--- config.mk ---
export PLATFORM = sky130hd
export DESIGN_NAME = vmad_unit
export DESIGN_NICKNAME = d
export VERILOG_FILES = /design/src/rtl/vmad_pkg.sv /design/src/rtl/vmad_operand_sel.sv /design/src/rtl/vmad_datapath.sv /design/src/rtl/vmad_unit.sv
export SDC_FILE = /design/constraint.sdc
export NUM_CORES = 1
export LEC_CHECK = 0
export ABC_AREA = 1
export ABC_CLOCK_PERIOD_IN_PS = 800
export BUFFER_PORTS_ARGS = -buffer_cell sky130_fd_sc_hd__buf_2
export CORE_AREA = 3 3 210 161
export DETAILED_ROUTE_END_ITERATION = 8
export DIE_AREA = 0 0 213 164
export PLACE_DENSITY = 0.85
export REMOVE_ABC_BUFFERS = 1
export SKIP_LAST_GASP = 1
export SLEW_MARGIN = 20
export SYNTH_ARGS = -nofsm -noshare
export SYNTH_HDL_FRONTEND = slang
export SYNTH_SLANG_ARGS = --single-unit
export TNS_END_PERCENT = 5
--- constraint.sdc ---
create_clock -name clk -period 0.8 [get_ports clk]
set_clock_uncertainty 0.05 [all_clocks]
set_input_delay 0.16 -clock clk [delete_from_list [all_inputs] [get_ports clk]]
set_output_delay 0.16 -clock clk [all_outputs]
set_load 0.01 [all_outputs]
--- src/rtl/vmad_pkg.sv ---
package vmad_pkg;

    typedef enum logic [1:0] {
        KIND_LO   = 2'd0,
        KIND_HI   = 2'd1,
        KIND_FULL = 2'd2,
        KIND_RSVD = 2'd3
    } half_kind_e;

    typedef enum logic [1:0] {
        SHR_NONE  = 2'd0,
        SHR_SMALL = 2'd1,
        SHR_LARGE = 2'd2,
        SHR_SPARE = 2'd3
    } shr_mode_e;

endpackage

--- src/rtl/vmad_operand_sel.sv ---
module vmad_operand_sel
    import vmad_pkg::*;
#(
    parameter int DATA_W = 32,
    parameter int BYTE_W = 8,
    localparam int HALF_W = DATA_W / 2,
    localparam int N_BYTE = DATA_W / BYTE_W,
    localparam int SEL_W  = $clog2(N_BYTE)
) (
    input  logic [DATA_W-1:0] word,
    input  logic              half_mode,
    input  logic [1:0]        kind,
    input  logic [SEL_W-1:0]  byte_idx,
    input  logic              is_signed,
    output logic [DATA_W-1:0] operand,
    output logic              unsup
);

    logic [BYTE_W-1:0] lanes [N_BYTE];

    for (genvar g = 0; g < N_BYTE; g++) begin : g_lane
        assign lanes[g] = word[g*BYTE_W +: BYTE_W];
    end

    logic [BYTE_W-1:0] byte_sel_d;
    logic [HALF_W-1:0] half_sel_d;

    always_comb begin
        byte_sel_d = lanes[byte_idx];
        half_sel_d = '0;
        unsup      = 1'b0;
        operand    = '0;
        if (!half_mode) begin
            operand = {{(DATA_W-BYTE_W){is_signed & byte_sel_d[BYTE_W-1]}}, byte_sel_d};
        end else begin
            case (half_kind_e'(kind))
                KIND_LO: half_sel_d = word[HALF_W-1:0];
                KIND_HI: half_sel_d = word[DATA_W-1:HALF_W];
                default: unsup      = 1'b1;
            endcase
            if (!unsup) begin
                operand = {{(DATA_W-HALF_W){is_signed & half_sel_d[HALF_W-1]}}, half_sel_d};
            end
        end
    end

endmodule

--- src/rtl/vmad_datapath.sv ---
module vmad_datapath
    import vmad_pkg::*;
#(
    parameter int DATA_W      = 32,
    parameter int IMM_W       = 16,
    parameter int SHIFT_SMALL = 7,
    parameter int SHIFT_LARGE = 15
) (
    input  logic [DATA_W-1:0] a_op,
    input  logic [DATA_W-1:0] b_reg_op,
    input  logic [DATA_W-1:0] addend,
    input  logic [IMM_W-1:0]  imm,
    input  logic              b_from_reg,
    input  logic              a_signed,
    input  logic              b_signed,
    input  logic [1:0]        shift_sel,
    output logic [DATA_W-1:0] value
);

    logic [DATA_W-1:0] b_imm_d;
    logic [DATA_W-1:0] b_op_d;
    logic [DATA_W-1:0] sum_d;
    logic              res_signed_d;

    always_comb begin
        b_imm_d      = {{(DATA_W-IMM_W){b_signed & imm[IMM_W-1]}}, imm};
        b_op_d       = b_from_reg ? b_reg_op : b_imm_d;
        // low half of the product is the same for signed and unsigned factors
        sum_d        = a_op * b_op_d + addend;
        res_signed_d = a_signed | b_signed;
        case (shr_mode_e'(shift_sel))
            SHR_SMALL: value = res_signed_d ? DATA_W'($signed(sum_d) >>> SHIFT_SMALL)
                                            : (sum_d >> SHIFT_SMALL);
            SHR_LARGE: value = res_signed_d ? DATA_W'($signed(sum_d) >>> SHIFT_LARGE)
                                            : (sum_d >> SHIFT_LARGE);
            default:   value = sum_d;
        endcase
    end

endmodule

--- src/rtl/vmad_unit.sv ---
module vmad_unit
    import vmad_pkg::*;
#(
    parameter int DATA_W      = 32,
    parameter int IMM_W       = 16,
    parameter int BYTE_W      = 8,
    parameter int SHIFT_SMALL = 7,
    parameter int SHIFT_LARGE = 15,
    localparam int SEL_W      = $clog2(DATA_W / BYTE_W)
) (
    input  logic              clk,
    input  logic              rst_n,
    input  logic              in_valid,
    input  logic [DATA_W-1:0] src_a,
    input  logic [DATA_W-1:0] src_b,
    input  logic [DATA_W-1:0] src_c,
    input  logic [IMM_W-1:0]  imm_b,
    input  logic              b_is_reg,
    input  logic              a_signed,
    input  logic              a_half_mode,
    input  logic [1:0]        a_kind,
    input  logic [SEL_W-1:0]  a_byte_idx,
    input  logic              b_signed,
    input  logic              b_half_mode,
    input  logic [1:0]        b_kind,
    input  logic [SEL_W-1:0]  b_byte_idx,
    input  logic [1:0]        shift_sel,
    input  logic              cc_en,
    output logic              out_valid,
    output logic [DATA_W-1:0] result,
    output logic              flag_zero,
    output logic              flag_sign,
    output logic              unsupported
);

    typedef struct packed {
        logic              valid;
        logic [DATA_W-1:0] value;
        logic              zf;
        logic              sf;
        logic              unsup;
    } state_t;

    state_t            st_d, st_q;
    logic [DATA_W-1:0] a_op, b_op, dp_value;
    logic              a_unsup, b_unsup;

    vmad_operand_sel #(.DATA_W(DATA_W), .BYTE_W(BYTE_W)) i_sel_a (
        .word      (src_a),
        .half_mode (a_half_mode),
        .kind      (a_kind),
        .byte_idx  (a_byte_idx),
        .is_signed (a_signed),
        .operand   (a_op),
        .unsup     (a_unsup)
    );

    vmad_operand_sel #(.DATA_W(DATA_W), .BYTE_W(BYTE_W)) i_sel_b (
        .word      (src_b),
        .half_mode (b_half_mode),
        .kind      (b_kind),
        .byte_idx  (b_byte_idx),
        .is_signed (b_signed),
        .operand   (b_op),
        .unsup     (b_unsup)
    );

    vmad_datapath #(
        .DATA_W      (DATA_W),
        .IMM_W       (IMM_W),
        .SHIFT_SMALL (SHIFT_SMALL),
        .SHIFT_LARGE (SHIFT_LARGE)
    ) i_datapath (
        .a_op       (a_op),
        .b_reg_op   (b_op),
        .addend     (src_c),
        .imm        (imm_b),
        .b_from_reg (b_is_reg),
        .a_signed   (a_signed),
        .b_signed   (b_signed),
        .shift_sel  (shift_sel),
        .value      (dp_value)
    );

    always_comb begin
        st_d       = st_q;
        st_d.valid = in_valid;
        if (in_valid) begin
            st_d.value = dp_value;
            st_d.unsup = a_unsup | (b_is_reg & b_unsup);
            if (cc_en) begin
                st_d.zf = (dp_value == '0);
                st_d.sf = dp_value[DATA_W-1];
            end
        end
    end

    always_ff @(posedge clk or negedge rst_n) begin
        if (!rst_n) st_q <= '0;
        else        st_q <= st_d;
    end

    assign out_valid   = st_q.valid;
    assign result      = st_q.value;
    assign flag_zero   = st_q.zf;
    assign flag_sign   = st_q.sf;
    assign unsupported = st_q.unsup;

    // timing of the result strobe
    assert_latency_R9: assert property (@(posedge clk) disable iff (!rst_n)
        in_valid |=> out_valid);
    assert_idle_hold_R9: assert property (@(posedge clk) disable iff (!rst_n)
        !in_valid |=> (!out_valid && $stable(result) && $stable(unsupported)));

    // flag update gating
    assert_flag_hold_R8: assert property (@(posedge clk) disable iff (!rst_n)
        !(in_valid && cc_en) |=> ($stable(flag_zero) && $stable(flag_sign)));
    assert_flag_track_R8: assert property (@(posedge clk) disable iff (!rst_n)
        (in_valid && cc_en) |=> (flag_zero == (result == '0) && flag_sign == result[DATA_W-1]));

    // reserved and full-word kinds on a register operand
    assert_unsup_a_R3: assert property (@(posedge clk) disable iff (!rst_n)
        (in_valid && a_half_mode && a_kind[1]) |=> unsupported);
    assert_imm_ignores_kind_R4: assert property (@(posedge clk) disable iff (!rst_n)
        (in_valid && !b_is_reg && !a_unsup) |=> !unsupported);

    // a 15-place shift leaves the top bits as pure sign or zero fill
    assert_shift_fill_R7: assert property (@(posedge clk) disable iff (!rst_n)
        (in_valid && shift_sel == 2'd2 && !(a_signed || b_signed))
        |=> (result[DATA_W-1 -: SHIFT_LARGE] == '0));
    assert_shift_sign_R7: assert property (@(posedge clk) disable iff (!rst_n)
        (in_valid && shift_sel == 2'd2 && (a_signed || b_signed))
        |=> ($countones(result[DATA_W-1 -: SHIFT_LARGE+1]) == 0
             || $countones(result[DATA_W-1 -: SHIFT_LARGE+1]) == SHIFT_LARGE+1));

endmodule

==> reports/results.ini, run 1 <==
[run_status]
status=finished with violations
failed_checks=negative setup slack

[drt]
ant_nets=0
wl_met3_um=8470
first_pass_iters=7
m1WireLength_um=26300
route.detailed.drc=0
wl_per_cell_um=20.3
route.met2.wl_um=31100
drt_wl_total_um=68300
drt_iter0_drc=2151
vias_per_cell=5.58
vias=18800
top_layer_used=met4

[timing]
tns_ns=-246.68
slew_violations=0
max_freq_ghz=0.120
rsz0062_at_grt=yes
holdWs_ns=0.0860
layout_setup_ws_ns=-7.52
hold_viol=0
timing.final.crit_share=10.4
layout_min_cycle_time_ns=8.32
setup_viol=71
maxSlewHeadroom=0.648
tightestPinTransition_ns=0.522

[clock_network]
insertion_delay_ns=0.29
cts_max_level=2
clk_pin_slew_worst_paths_ns=0.06
numCtsBuffers=5
cts_tree=built
cts_buffer_depth=2
numClockSinks=36
clock-root-buffer=clkbuf_16

[global_routing]
grt_pass1_wl_um=105000
groute.usage.overall=0.391
grt_pass1_vias=19400
grt_max_degree=37
antenna_found_initial=0
grt_remaining_overflow=0

[critical_path]
cp-startpoint=src_a[31]
cp_slowest_cell=fa_2
reg2reg_slack_ns=-0.01
reg2reg_from=result[25]
critPathCapture=flag_zero
required_ns=0.98
critPathLaunchType=input port
critical_path_class=in -> reg
worstPathArrival_ns=8.51
cp_max_fo=5
slowest_delay_ns=0.70
worstReg2RegEnd=result[25]
crit_top_cell=fa_1
crit_path_end_kind=flip-flop
reg2reg_depth=2

[final_layout]
drive_above_1_share=0.311
fin_area_um2=24400
post_layout_nonfiller_instances=3366
final_nets=3598
syn2layout_area_growth_pct=34.3
diodes=0

[min_path]
hold_class=in -> reg

[yosys]
async_reset_ff_frac=1.00
synth_area_leaders=fa_1 42%, inv_1 13%, ha_1 9.2%
ys_ff_latch=36
syn_area_um2=18100
synth_top_area_share=0.422
seq_area_frac_synth=0.0497
ys_top_cells_by_count=626 x inv_1, 427 x nand2_1, 382 x fa_1
syn_inst=2366
ys_types=53
synth_flop_cell=dfrtp_1
post_synth.cell_area_avg_um2=7.67
yosysWarnings=0
synth.most_common_cell=inv_1
synth_edf_count=0
synth_top_area_cell=fa_1

[die]
die_area_um2=34900
die_x_um=213
design.core.area_um2=32000
start_util=0.566
rows=57
io_pins=167
die_y_um=164

[place]
io_buffers=166
place_area_um2=22300
dp_hpwl_um=55100
dp_cells=3286
gp_congestion=1.03

[run]
drv_cap=0

-- cells in the final DEF (no fill, tap or decap), types with 24 or more instances in the layout --
master	instances
ha_1	112
nand2_2	31
a21oi_1	53
inv_1	597
o21ai_0	57
nor2_1	225
nor2_2	24
buf_2	157
nand3_1	78
inv_2	28
nand2_1	395
buf_4	447
buf_6	26
fa_1	367
dfrtp_1	36
-- area by class of cell --
cell class | count | area (um^2)
flip-flops and latches | 36 | 901
inverters | 641 | 2450
clock inverters | 2 | 35.0
multi-input cells | 1622 | 15600
fillers | 2150 | 7650
repair buffers | 646 | 4720
well taps | 413 | 517
clock buffers | 6 | 129
-- flip-flops by register name (all words and copies together) (netlist names) --
name         cells
flag_sign        1
unsupported      1
flag_zero        1
out_valid        1
result          32
-- what timing repair did --
action / in CTS / in global routing
pin swaps: 100 / 60
endpoints found under the hold margin: 36 / 0
setup endpoints to repair: 71 / 71
hold buffers: 1 / 0
cloned: 1 / 0
gates resized for setup: 196 / 143
buffers inserted: 58 / 20
-- critical path, delay by kind of cell --
family                     cells  cell delay (ns)
buffers and inverters         13             1.42
AOI/OAI and AO/OA              2             0.23
adders and majority gates      9             4.50
and+or+nand+nor               20             2.20
-- layer usage --
metal	track usage	up-vias
met3	0.113	236
met5	0	-
met2	0.613	1216
li1	-	8159
met4	0.102	0
met1	0.536	9167
-- metrics by stage --
stage                util  setup WS (ns)
finish              0.761          -7.52
global route        0.761          -7.72
CTS                 0.742          -7.19
global placement    0.697          -7.89
floorplan               -          -8.21
detailed placement  0.697          -7.91
-- logic make-up after synthesis --
kind of cell	share of synthesized area
and+or+nand+nor	0.199
DFF	0.0497
AOI/OAI and AO/OA	0.0747
buffers and inverters	0.149
adders and majority gates	0.513
xor gates and xnor gates	0.0148
-- worst min path at each step --
stage	start	endpoint	slack (ns)	depth (start not counted)
2_1_floorplan	rst_n	flag_sign	-0.19	0
3_3_place_gp	rst_n	result[4]	0.08	2
3_5_place_dp	rst_n	result[4]	0.08	2
4_1_cts	cc_en	flag_zero	0.1	4
5_1_grt	cc_en	flag_zero	0.12	4
6_report	cc_en	flag_zero	0.09	4
Power of run 1 is not shown: default switching activity piles up to over one toggle a cycle in this logic, so the estimate is an artifact.
==> inputs of run 2 (changes only) <==
--- a/config.mk
+++ b/config.mk
@@ -7,7 +7,7 @@
 export LEC_CHECK = 0
 export ABC_AREA = 1
 export ABC_CLOCK_PERIOD_IN_PS = 800
-export BUFFER_PORTS_ARGS = -buffer_cell sky130_fd_sc_hd__buf_2
+export BUFFER_PORTS_ARGS = -buffer_cell sky130_fd_sc_hd__buf_4
 export CORE_AREA = 3 3 210 161
 export DETAILED_ROUTE_END_ITERATION = 8
 export DIE_AREA = 0 0 213 164
==> run 2 against run 1 <==
Compared with the run above: the flow still finishes with violations (negative setup slack); via count shrank 1.1%; register-to-register slack improved by 0.05 ns; global-route usage down 0.075 points; worst hold slack better by 0.12 ns; design area increased by 0.65%; core utilization grew 0.49 points; critical path depth grew 3; non-clock buffer count down 2; die area unchanged; count of clock-buffer cells in the layout up 1; critical path type unchanged.
==> reports/results.ini, run 2 (same netlist as run 1, synthesis figures left out) <==
[final_layout]
multi_input_area_um2=15500
final_nets=3597
syn2layout_area_growth_pct=35.2
drive_above_1_share=0.310
seq_area_um2=901
final_common_cell=buf_4
final_cell_mix=611 x buf_4, 593 x inv_1, 399 x nand2_1, 362 x fa_1, 228 x nor2_1
diodes=0
largest_register_ffs=32
final_util=0.766
post_layout_nonfiller_instances=3364
fill_cells=2203

[clock_network]
numClockSinks=36
insertion_delay_ns=0.29
numCtsBuffers=5
cts_buffer_depth=2
cts_tree=built
clk_pin_slew_worst_paths_ns=0.06
clock-root-buffer=clkbuf_16
cts_max_level=2

[timing]
layout_min_cycle_time_ns=8.09
holdWs_ns=0.205
setup_viol=71
maxSlewHeadroom=0.674
layout_setup_ws_ns=-7.29
max_freq_ghz=0.124
hold_viol=0
slew_violations=0
rsz0062_at_grt=yes
tns_ns=-242.06
timing.final.crit_share=10.1
tightestPinTransition_ns=0.487

[drt]
wl_per_cell_um=19.8
ant_nets=0
drt_wl_total_um=66500
drt_iter0_drc=2058
first_pass_iters=8
route.detailed.drc=0
vias_per_cell=5.52
vias=18600

[critical_path]
reg2reg_slack_ns=0.04
worstReg2RegEnd=result[23]
required_ns=0.99
slowest_delay_ns=0.67
cp_slowest_cell=fa_2
reg2reg_depth=2
critical_path_class=in -> reg
worstPathArrival_ns=8.27
reg2reg_from=result[23]
crit_top_cell=fa_1
crit_path_end_kind=flip-flop
cp_max_fo=6
critPathLaunchType=input port

[global_routing]
grt_pass1_wl_um=104000
groute.usage.overall=0.390
grt_pass1_vias=19500
grt_max_degree=33
grt_remaining_overflow=0
antenna_found_initial=0

[die]
die_y_um=164
io_pins=167
start_util=0.566
die_x_um=213
design.core.area_um2=32000
rows=57
die_area_um2=34900

[run_status]
failed_checks=negative setup slack
status=finished with violations

[min_path]
hold_class=in -> async

[place]
io_buffers=166
gp_congestion=1.08
dp_cells=3304
dp_hpwl_um=56000

[run]
drv_cap=0

[run 2: routing by layer]
layer / routed length [um] / up-vias / part of all wire / global-route usage
met1: 26500 / 9075 / 0.40 / 0.542
met3: 8310 / 200 / 0.12 / 0.115
met4: 2650 / 0 / 0.040 / 0.118
met5: 0 / - / 0 / 0
li1: - / 8146 / - / -
met2: 29100 / 1153 / 0.44 / 0.593
[run 2: cell type report]
| class | instances | share of cell area |
|---|---|---|
| flip-flops and latches | 36 | 0.0367 |
| multi-input cells | 1622 | 0.630 |
| repair buffers | 644 | 0.207 |
| inverters | 641 | 0.0990 |
| repair inverters | 1 | 0.000255 |
| well taps | 413 | 0.0211 |
| clock buffers | 7 | 0.00622 |
[run 2: per-stage QoR]
step | setup slack, ns | cell area (um^2)
CTS | -7.06 | 24100
finish | -7.29 | 24500
global route | -7.60 | 24500
floorplan | -8.21 | 17900
detailed placement | -8.15 | 22900
global placement | -7.94 | 22900
[run 2: repair_timing]
item	4_1_cts	5_1_grt
hold buffers	1	0
buffers inserted	37	16
resized for setup	219	73
cloned	2	0
setup endpoints to repair	71	71
endpoints found under the hold margin	36	0
pin swaps	118	41
[run 2: worst max-delay path by stage]
stage / cells after the start / endpoint / start / slack [ns]
global route: 48 / flag_zero / a_kind[1] / -7.60
floorplan: 43 / flag_zero / b_kind[0] / -8.21
CTS: 48 / flag_zero / a_kind[1] / -7.06
finish: 47 / flag_zero / a_byte_idx[0] / -7.29
detailed placement: 44 / flag_zero / b_byte_idx[0] / -8.15
global placement: 43 / flag_zero / a_kind[1] / -7.94
[run 2: critical path: cells and delay by family]
family          cells  cell delay [ns]
buf+inv            13             0.97
fa+ha+maj           9             4.57
compound gates      2             0.30
simple gates       23             2.30
Power of run 2 is left out for the same reason.
